**src/rtl/ecc_cap_pkg.sv**
```systemverilog
package ecc_cap_pkg;

    localparam int DATA_W = 64;
    localparam int CHK_W  = 8;
    localparam int CODE_W = DATA_W + CHK_W;

    typedef logic [DATA_W-1:0] data_t;
    typedef logic [CODE_W-1:0] code_t;

    typedef struct packed {
        logic sec;
        logic ded;
    } ecc_ev_t;

    function automatic logic is_blank(input code_t w);
        return &w;
    endfunction

endpackage

```
**src/rtl/ecc_line_buf.sv**
```systemverilog
module ecc_line_buf
    import ecc_cap_pkg::*;
#(
    parameter int ADDR_W = 16,
    parameter int BANK_W = 1
) (
    input  logic              clk,
    input  logic              rst,
    input  logic              look_vld,
    input  logic [ADDR_W-1:0] look_addr,
    input  logic [BANK_W-1:0] look_bank,
    input  data_t             fill_data,
    input  logic              inv_vld,
    input  logic [ADDR_W-1:0] inv_addr,
    input  logic [BANK_W-1:0] inv_bank,
    output logic              hit,
    output data_t             hit_data
);
    localparam int TAG_W = ADDR_W + BANK_W;

    logic             line_vld;
    logic [TAG_W-1:0] line_tag;
    data_t            line_data;

    logic [TAG_W-1:0] look_tag, inv_tag;
    logic             fill_en, inv_cur, inv_new;

    assign look_tag = {look_bank, look_addr};
    assign inv_tag  = {inv_bank, inv_addr};
    assign hit      = look_vld && line_vld && (line_tag == look_tag);
    assign hit_data = line_data;
    assign fill_en  = look_vld && !hit;
    assign inv_cur  = inv_vld && line_vld && (line_tag == inv_tag);
    assign inv_new  = inv_vld && (look_tag == inv_tag);

    always_ff @(posedge clk) begin
        if (rst) begin
            line_vld  <= 1'b0;
            line_tag  <= '0;
            line_data <= '0;
        end else if (fill_en) begin
            line_vld  <= !inv_new;
            line_tag  <= look_tag;
            line_data <= fill_data;
        end else if (inv_cur) begin
            line_vld  <= 1'b0;
        end
    end

    // a matching write or erase drops the line
    assert_inval_drop_R9: assert property (@(posedge clk) disable iff (rst)
        (inv_cur && !fill_en) |=> !line_vld);

    // reset leaves the buffer empty
    assert_buf_reset_R10: assert property (@(posedge clk)
        rst |=> !line_vld);

endmodule

```
**src/rtl/ecc_status_log.sv**
```systemverilog
module ecc_status_log
    import ecc_cap_pkg::*;
#(
    parameter int ADDR_W = 16,
    parameter int BANK_W = 1
) (
    input  logic              clk,
    input  logic              rst,
    input  ecc_ev_t           ev,
    input  logic [ADDR_W-1:0] ev_addr,
    input  logic [BANK_W-1:0] ev_bank,
    input  logic              clr_sec,
    input  logic              clr_ded,
    output logic              flag_sec,
    output logic              flag_ded,
    output logic [ADDR_W-1:0] cap_addr,
    output logic [BANK_W-1:0] cap_bank
);
    logic any_ev, armed_nx;

    assign any_ev   = ev.sec || ev.ded;
    assign armed_nx = (!flag_sec || clr_sec) && (!flag_ded || clr_ded);

    always_ff @(posedge clk) begin
        if (rst) begin
            flag_sec <= 1'b0;
            flag_ded <= 1'b0;
            cap_addr <= '0;
            cap_bank <= '0;
        end else begin
            flag_sec <= ev.sec || (flag_sec && !clr_sec);
            flag_ded <= ev.ded || (flag_ded && !clr_ded);
            if (any_ev && armed_nx) begin
                cap_addr <= ev_addr;
                cap_bank <= ev_bank;
            end
        end
    end

    assert_sec_sticky_R1: assert property (@(posedge clk) disable iff (rst)
        (flag_sec && !clr_sec) |=> flag_sec);

    assert_ded_sticky_R2: assert property (@(posedge clk) disable iff (rst)
        (flag_ded && !clr_ded) |=> flag_ded);

    assert_capture_R3: assert property (@(posedge clk) disable iff (rst)
        (any_ev && !flag_sec && !flag_ded) |=>
            (cap_addr == $past(ev_addr)) && (cap_bank == $past(ev_bank)));

    assert_frozen_R4: assert property (@(posedge clk) disable iff (rst)
        !armed_nx |=> $stable(cap_addr) && $stable(cap_bank));

    assert_clear_race_R5: assert property (@(posedge clk) disable iff (rst)
        (ev.sec && armed_nx) |=> flag_sec && (cap_addr == $past(ev_addr)));

    assert_both_R6: assert property (@(posedge clk) disable iff (rst)
        (ev.sec && ev.ded) |=> flag_sec && flag_ded);

    assert_log_reset_R10: assert property (@(posedge clk)
        rst |=> !flag_sec && !flag_ded && (cap_addr == '0) && (cap_bank == '0));

endmodule

```
**src/rtl/ecc_err_capture.sv**
```systemverilog
module ecc_err_capture
    import ecc_cap_pkg::*;
#(
    parameter int ADDR_W = 16,
    parameter int BANK_W = 1
) (
    input  logic              clk,
    input  logic              rst,
    input  logic              rd_valid,
    input  logic [ADDR_W-1:0] rd_addr,
    input  logic [BANK_W-1:0] rd_bank,
    input  logic [71:0]       arr_word,
    input  logic [63:0]       fix_data,
    input  logic              sec_strobe,
    input  logic              ded_strobe,
    input  logic              clr_corr,
    input  logic              clr_det,
    input  logic              mod_valid,
    input  logic [ADDR_W-1:0] mod_addr,
    input  logic [BANK_W-1:0] mod_bank,
    output logic              buf_hit,
    output logic [63:0]       rd_dout,
    output logic              corr_flag,
    output logic              det_flag,
    output logic [ADDR_W-1:0] err_addr,
    output logic [BANK_W-1:0] err_bank
);
    data_t   buf_data;
    ecc_ev_t ev;
    logic    array_rd, blank;

    ecc_line_buf #(.ADDR_W(ADDR_W), .BANK_W(BANK_W)) u_buf (
        .clk       (clk),
        .rst       (rst),
        .look_vld  (rd_valid),
        .look_addr (rd_addr),
        .look_bank (rd_bank),
        .fill_data (fix_data),
        .inv_vld   (mod_valid),
        .inv_addr  (mod_addr),
        .inv_bank  (mod_bank),
        .hit       (buf_hit),
        .hit_data  (buf_data)
    );

    assign array_rd = rd_valid && !buf_hit;
    assign blank    = is_blank(arr_word);
    assign ev.sec   = array_rd && sec_strobe;
    assign ev.ded   = array_rd && ded_strobe && !blank;
    assign rd_dout  = buf_hit ? buf_data : fix_data;

    ecc_status_log #(.ADDR_W(ADDR_W), .BANK_W(BANK_W)) u_log (
        .clk      (clk),
        .rst      (rst),
        .ev       (ev),
        .ev_addr  (rd_addr),
        .ev_bank  (rd_bank),
        .clr_sec  (clr_corr),
        .clr_ded  (clr_det),
        .flag_sec (corr_flag),
        .flag_ded (det_flag),
        .cap_addr (err_addr),
        .cap_bank (err_bank)
    );

    // an all-ones word never raises the detected flag
    assert_blank_no_ded_R7: assert property (@(posedge clk) disable iff (rst)
        (rd_valid && (&arr_word) && !det_flag) |=> !det_flag);

    // a buffered read leaves clear flags clear
    assert_hit_silent_R8: assert property (@(posedge clk) disable iff (rst)
        (buf_hit && !corr_flag && !det_flag) |=> !corr_flag && !det_flag);

endmodule

```
**config.mk**
```make
export PLATFORM = sky130hd
export DESIGN_NAME = ecc_err_capture
export DESIGN_NICKNAME = d
export VERILOG_FILES = /design/src/rtl/ecc_cap_pkg.sv /design/src/rtl/ecc_line_buf.sv /design/src/rtl/ecc_status_log.sv /design/src/rtl/ecc_err_capture.sv
export SDC_FILE = /design/constraint.sdc
export NUM_CORES = 1
export LEC_CHECK = 0
export BUFFER_PORTS_ARGS = -buffer_cell sky130_fd_sc_hd__buf_4
export CORE_MARGIN = 3
export CORE_UTILIZATION = 30
export CTS_CLUSTER_DIAMETER = 200
export DETAILED_ROUTE_END_ITERATION = 12
export PLACE_DENSITY = 0.53
export SLEW_MARGIN = 30
export SYNTH_ARGS = -nofsm -noshare
export SYNTH_HDL_FRONTEND = slang
export SYNTH_SLANG_ARGS = --single-unit
```
**constraint.sdc**
```tcl
create_clock -name clk -period 4.75 [get_ports clk]
set_input_delay 0.475 -clock clk [delete_from_list [all_inputs] [get_ports clk]]
set_output_delay 0.475 -clock clk [all_outputs]
set_load 0.01 [all_outputs]
```
==> results of run 1 <==
-- critical path, cell delays in order (launching register included) --
cell,delay (ps)
dfxtp_1,340
xor2_1,180
nor4_1,310
nand3_1,130
nor4b_2,220
buf_4,670
mux2_2,420
buf_4,150
-- registers in the layout, summed over array words and instances, names as in the netlist --
register        count
u_log.cap_bank      1
u_buf.line_vld      1
u_log.cap_addr     16
u_log.flag_sec      1
u_log.flag_ded      1
u_buf.line_tag     17
u_buf.hit_data     64
-- power by group --
part           leakage, nW  internal, mW  switching, mW
Clock                0.172         0.540          0.315
Combinational         2.53         0.246          0.187
Sequential           0.833         0.899         0.0301
-- per-layer routing --
metal  routed length, µm  track usage (%)  vias up
li1                    -                -     2316
met4                 320             4.47        0
met2                7860             27.3      163
met5                   0                0        -
met1                7130             21.2     2188
met3                1120             5.41       22
-- worst paths after layout --
path | to | from | cells past startpoint | slack, ps
min | u_buf.hit_data[58] | fix_data[58] | 3 | 370
max | rd_dout[60] | u_buf.line_tag[16] | 7 | 1430
max reg2reg | u_buf.hit_data[43] | u_buf.line_tag[5] | 7 | 1830
min reg2reg | u_log.cap_addr[3] | u_log.cap_addr[3] | 2 | 470
-- area by class of cell --
| class | count | area share, % |
|---|---|---|
| multi-input cells | 391 | 39.9 |
| flip-flops and latches | 101 | 26.2 |
| repair buffers | 266 | 25.9 |
| well taps | 220 | 3.56 |
| clock inverters | 4 | 1.23 |
| clock buffers | 11 | 3.27 |
-- layout by cell type (no fill, tap or decap) --
| cell | n |
|---|---|
| buf_4 | 265 |
| nor2_1 | 82 |
| a21oi_1 | 3 |
| bufinv_16 | 3 |
| nand2b_1 | 36 |
| nand3_1 | 3 |
| nand3b_1 | 1 |
| or3b_2 | 1 |
| nand2_1 | 3 |
| mux2_2 | 64 |
| nand4_1 | 25 |
| o41ai_4 | 1 |
| nor4b_2 | 1 |
| mux2i_1 | 98 |
| clkbuf_16 | 9 |
| xor2_1 | 25 |
| nor4_1 | 14 |
| clkbuf_8 | 2 |
| clkinv_2 | 1 |
| nor3_2 | 1 |
| xnor2_1 | 26 |
| buf_6 | 1 |
| or4_1 | 2 |
| o211ai_1 | 1 |
| dfxtp_1 | 101 |
| nor3_1 | 3 |
| a41o_1 | 1 |
-- cell families after synthesis --
group                  after synthesis
XOR/XNOR                            51
AND/OR/NAND/NOR                    172
multiplexers                       162
AO/OA/AOI/OAI                        6
buffers and inverters               32
flip-flops                         101
==> results_dict.tcl, run 1 <==
set metrics [dict create \
    antenna_left 0 \
    firstDrtPassIters 4 \
    antenna_cells 0 \
    critPathArrivalTime_ps 2850 \
    cts_max_level 3 \
    viasPerCell 4.72 \
    ys_seq_area_share_pct 38.3 \
    port_buffers 261 \
    synth_cell_types 25 \
    tightest_slew_ps 863 \
    hold_path_class "in -> reg" \
    slew_violations 0 \
    routed_wl_um 16400 \
    synthAdderAreaFrac_pct 0 \
    tritoncts "yes" \
    clock-sinks 101 \
    drc 0 \
    drive_above_1_share_pct 45.1 \
    die_height_um 139 \
    ys_ff_latch 101 \
    syn-num-nets 702 \
    gp_congestion 0.975 \
    die_area_um2 19200 \
    rsz0062_at_grt "false" \
    whs_ps 375 \
    ff_latch_area_um2 2020 \
    grt_pass1_wl_um 26000 \
    synthArstFlopShare_pct 0 \
    synth_edf_count 0 \
    p_total_mw 2.22 \
    fmax_mhz 301 \
    synth_compound_area_share_pct 0.925 \
    crit_path_end_kind "primary output" \
    hold_viol_final 0 \
    vias 4689 \
    yosysTopAreaCell "dfxtp_1" \
    cts_setup_buffers 0 \
    clkTransAtPathRegs_ps 70 \
    worst_slack_ps 1430 \
    avgRoutedWirePerCell_um 16.5 \
    cts_resized 0 \
    cap_viol_max_count 0 \
    grt_antenna_before_repair 0 \
    synthMuxAreaShare_pct 32.3 \
    synth_cells 524 \
    grt_overflow_total 0 \
    peakVddDrop_mv 0.176 \
    nFillCells 1612 \
    dp_slack_ps 1500 \
    cp.required_ps 4280 \
    grt_usage_pct 16.7 \
    crit_fanout 65 \
    multi_input_area_um2 3080 \
    cts_made_buffers 9 \
    dp_cells 978 \
    grt_max_degree 119 \
    synth.most_common_cell "dfxtp_1" \
    p_leak_nw 3.53 \
    power.density_nw_per_um2 287 \
    ys_top_cells_by_area "dfxtp_1 (38%), mux2i_1 (19%), mux2_2 (14%)" \
    finalSetupViolations 0 \
    grt_pass1_vias 4932 \
    synth_top_family_by_area "multiplexers" \
    dieWidth_um 139 \
    tns_ps 0 \
    outcome "completed" \
    yosysWarnings 0 \
    cts_buffer_depth 2 \
    yosysTopAreaCellShare_pct 38.3 \
    post_dp_cell_area_um2 7380 \
    dp_hpwl_um 12700 \
    slew_headroom_pct 42.4 \
    period_share_pct 70.0 \
    crit_type "reg -> out" \
    start_util_pct 31.2 \
    core-area_um2 16900 \
    synthTopCellsByCount "dfxtp_1 (101), mux2i_1 (98), nor2_1 (82)" \
    fin_worst_skew_ps 6.49 \
    num_io_pins 262 \
    worstSkewPairLatency_ps 340 \
    cts_root_buf "clkbuf_16" \
    period_needed_ps 3320 \
    instances_no_fill 993 \
    rows 47 \
    synth-simple-area-share_pct 16.4 \
    final_cell_area_um2 7730 \
    startpoint_type "flip-flop" \
    synthesis.area_um2 5270 \
    synth_top_flop_cell "dfxtp_1" \
    fin_util_pct 45.8 \
    cts_hold_buf 0 \
    first_iter_violations 145 \
    synth_area_per_cell_um2 10.1 \
    synthToLayoutAreaGrowth_pct 46.5 \
    synth-xor-area-share_pct 8.47 \
    nets 947 \
]
(Power assumes the default switching activity.)
==> inputs of run 2 (changes only) <==
--- a/config.mk
+++ b/config.mk
@@ -5,6 +5,7 @@
 export SDC_FILE = /design/constraint.sdc
 export NUM_CORES = 1
 export LEC_CHECK = 0
+export ABC_AREA = 1
 export BUFFER_PORTS_ARGS = -buffer_cell sky130_fd_sc_hd__buf_4
 export CORE_MARGIN = 3
 export CORE_UTILIZATION = 30
==> constraint.sdc (replaced) <==
create_clock -name clk -period 3.3 [get_ports clk]
set_input_delay 0.33 -clock clk [delete_from_list [all_inputs] [get_ports clk]]
set_output_delay 0.33 -clock clk [all_outputs]
set_load 0.01 [all_outputs]
==> run 2 against run 1 <==
Synthesized cell count rose by 57%; largest power group unchanged; highest routed layer unchanged; area after synthesis rose by 6.6%; largest cell class unchanged; cell area rose by 3.0%; core utilization fell by 2.1 points; sequential share of layout area fell by 0.75 points; routed wire length rose by 12%; register-to-register slack got worse by 760 ps; combinational power rose by 61%; worst setup slack got worse by 770 ps; critical path depth rose by 4; die area rose by 6.3%.
==> results_dict.tcl, run 2 <==
set metrics [dict create \
    vias 5940 \
    tritoncts "yes" \
    synthArstFlopShare_pct 0 \
    firstDrtPassIters 5 \
    synth_cell_types 31 \
    dp_cells 1271 \
    grt_usage_pct 17.7 \
    syn-num-nets 999 \
    tightest_slew_ps 698 \
    core-area_um2 18200 \
    cp_top_family "simple AND/OR/NAND/NOR gates" \
    cts_max_level 3 \
    outcome "completed" \
    synth_top_flop_cell "dfxtp_1" \
    num_io_pins 262 \
    viasPerCell 4.62 \
    ys_ff_latch 101 \
    slew_violations 0 \
    synth_area_per_cell_um2 6.85 \
    startpoint_type "flip-flop" \
    cts_setup_buffers 0 \
    final_cell_mix "buf_4 (266), nand2_1 (163), a21oi_1 (102)" \
    start_util_pct 30.9 \
    period_needed_ps 2640 \
    fin_worst_skew_ps 11.9 \
    synthTopCellsByCount "nand2_1 (163), a21oi_1 (102), dfxtp_1 (101)" \
    dp_hpwl_um 14200 \
    crit_buf_inv 3 \
    worst_path_most_repeated_cell "nand2_1" \
    critPathSlowestCell "dfxtp_1" \
    cts_made_buffers 9 \
    first_iter_violations 283 \
    p_total_mw 3.19 \
    largest_register_ffs 64 \
    crit_path_end_kind "primary output" \
    grt_max_degree 130 \
    dieWidth_um 143 \
    slew_headroom_pct 53.5 \
    fin_util_pct 43.7 \
    avgRoutedWirePerCell_um 14.4 \
    ys_seq_area_share_pct 36.0 \
    crit_type "reg -> out" \
    drive_above_1_share_pct 33.9 \
    crit_chain "inv_2 > nand2_1 > o21ai_1 > nor2_1 > nand4_1 > nor4_2 > nand3_4 > buf_12 > nand2_1 > o21ai_2 > buf_4" \
    hold_path_class "in -> reg" \
    die_height_um 143 \
    slowest_delay_ps 390 \
    antenna_cells 0 \
    p_leak_nw 3.77 \
    fmax_mhz 378 \
    clock-sinks 101 \
    synth_cells 821 \
    cp.required_ps 2970 \
    drc 0 \
    yosysTopAreaCellShare_pct 36.0 \
    port_buffers 261 \
    peakVddDrop_mv 0.239 \
    critPathArrivalTime_ps 2310 \
    antenna_left 0 \
    cts_resized 0 \
    cts_buffer_depth 2 \
    instances_no_fill 1286 \
    grt_overflow_total 0 \
    tns_ps 0 \
    cts_root_buf "clkbuf_16" \
    power.density_nw_per_um2 401 \
    final_common_cell "buf_4" \
    cts_hold_buf 0 \
    routed_wl_um 18500 \
    yosysTopAreaCell "dfxtp_1" \
    die_area_um2 20400 \
    grt_antenna_before_repair 0 \
    grt_pass1_wl_um 28900 \
    gp_congestion 0.902 \
    ys_top_cells_by_area "dfxtp_1 (36%), nand2_1 (11%), a21oi_1 (9.1%)" \
    rows 49 \
    rsz0062_at_grt "false" \
    synth_edf_count 0 \
    crit_fanout 129 \
    period_share_pct 80.1 \
    grt_pass1_vias 5504 \
    yosysWarnings 0 \
    cap_viol_max_count 0 \
    clkTransAtPathRegs_ps 70 \
    synthToLayoutAreaGrowth_pct 41.6 \
    finalSetupViolations 0 \
    nets 1231 \
    synth.most_common_cell "nand2_1" \
    synthesis.area_um2 5620 \
    hold_viol_final 0 \
    worstSkewPairLatency_ps 350 \
]
==> run 2: cell count changes after synthesis, moves of 17 or more <==
| cell | change |
|---|---|
| nand3_1 | +21 |
| nand2b_1 | -36 |
| o21ai_1 | +20 |
| o21ai_0 | +87 |
| nand2_1 | +160 |
| xor2_1 | -21 |
| mux2i_1 | -98 |
| nor2_1 | -25 |
| mux2_2 | -64 |
| inv_1 | +93 |
| a21oi_1 | +99 |
| inv_2 | +17 |
| o21ai_2 | +50 |
==> run 2: cell type report <==
type | count | area (µm²)
clock buffer | 10 | 229
clock inverter | 5 | 83.8
fill | 1953 | 10300
inverter | 112 | 420
multi-input combinational | 561 | 2880
sequential | 101 | 2020
tap | 229 | 287
timing repair buffer | 268 | 2040
==> run 2: kinds of logic (layout without fill, tap and decap cells) <==
group / after synthesis / count (layout) / share of synthesized area, %
xor+xnor: 15 / 15 / 2.34
flops: 101 / 101 / 36.0
simple gates: 277 / 277 / 20.9
buf+inv: 159 / 395 / 13.0
compound gates: 269 / 269 / 27.8
==> run 2: path summary, 6_finish.rpt <==
| kind | from | end | slack (ps) | cells past startpoint |
|---|---|---|---|---|
| hold / removal | rst | u_log.flag_ded | 160 | 2 |
| setup reg to reg | u_buf.line_tag[1] | u_buf.hit_data[32] | 1070 | 11 |
| setup / recovery | u_buf.line_tag[15] | rd_dout[4] | 660 | 11 |
| hold reg to reg | u_buf.hit_data[58] | u_buf.hit_data[58] | 450 | 2 |
==> run 2: stage by stage <==
| stage | worst slack [ps] | instance area, µm² | hold slack [ps] |
|---|---|---|---|
| 2_1_floorplan | 1540 | 5620 | 399 |
| 3_3_place_gp | 964 | 7640 | 444 |
| 3_5_place_dp | 941 | 7640 | 444 |
| 4_1_cts | 713 | 7960 | 143 |
| 5_1_grt | 511 | 7960 | 153 |
| 6_report | 657 | 7960 | 160 |
==> run 2: routing by layer <==
layer	vias to the layer above	global-route usage, %	part of all wire (%)
li1	3151	-	-
met2	161	28.5	47
met4	0	4.50	1.7
met5	-	0	0
met1	2610	23.3	44
met3	18	5.39	7.0
==> run 2: report_power, final <==
part,internal [mW],switching [mW],leakage (nW)
logic,0.340,0.359,2.78
clock network,0.664,0.482,0.145
registers,1.31,0.0372,0.840
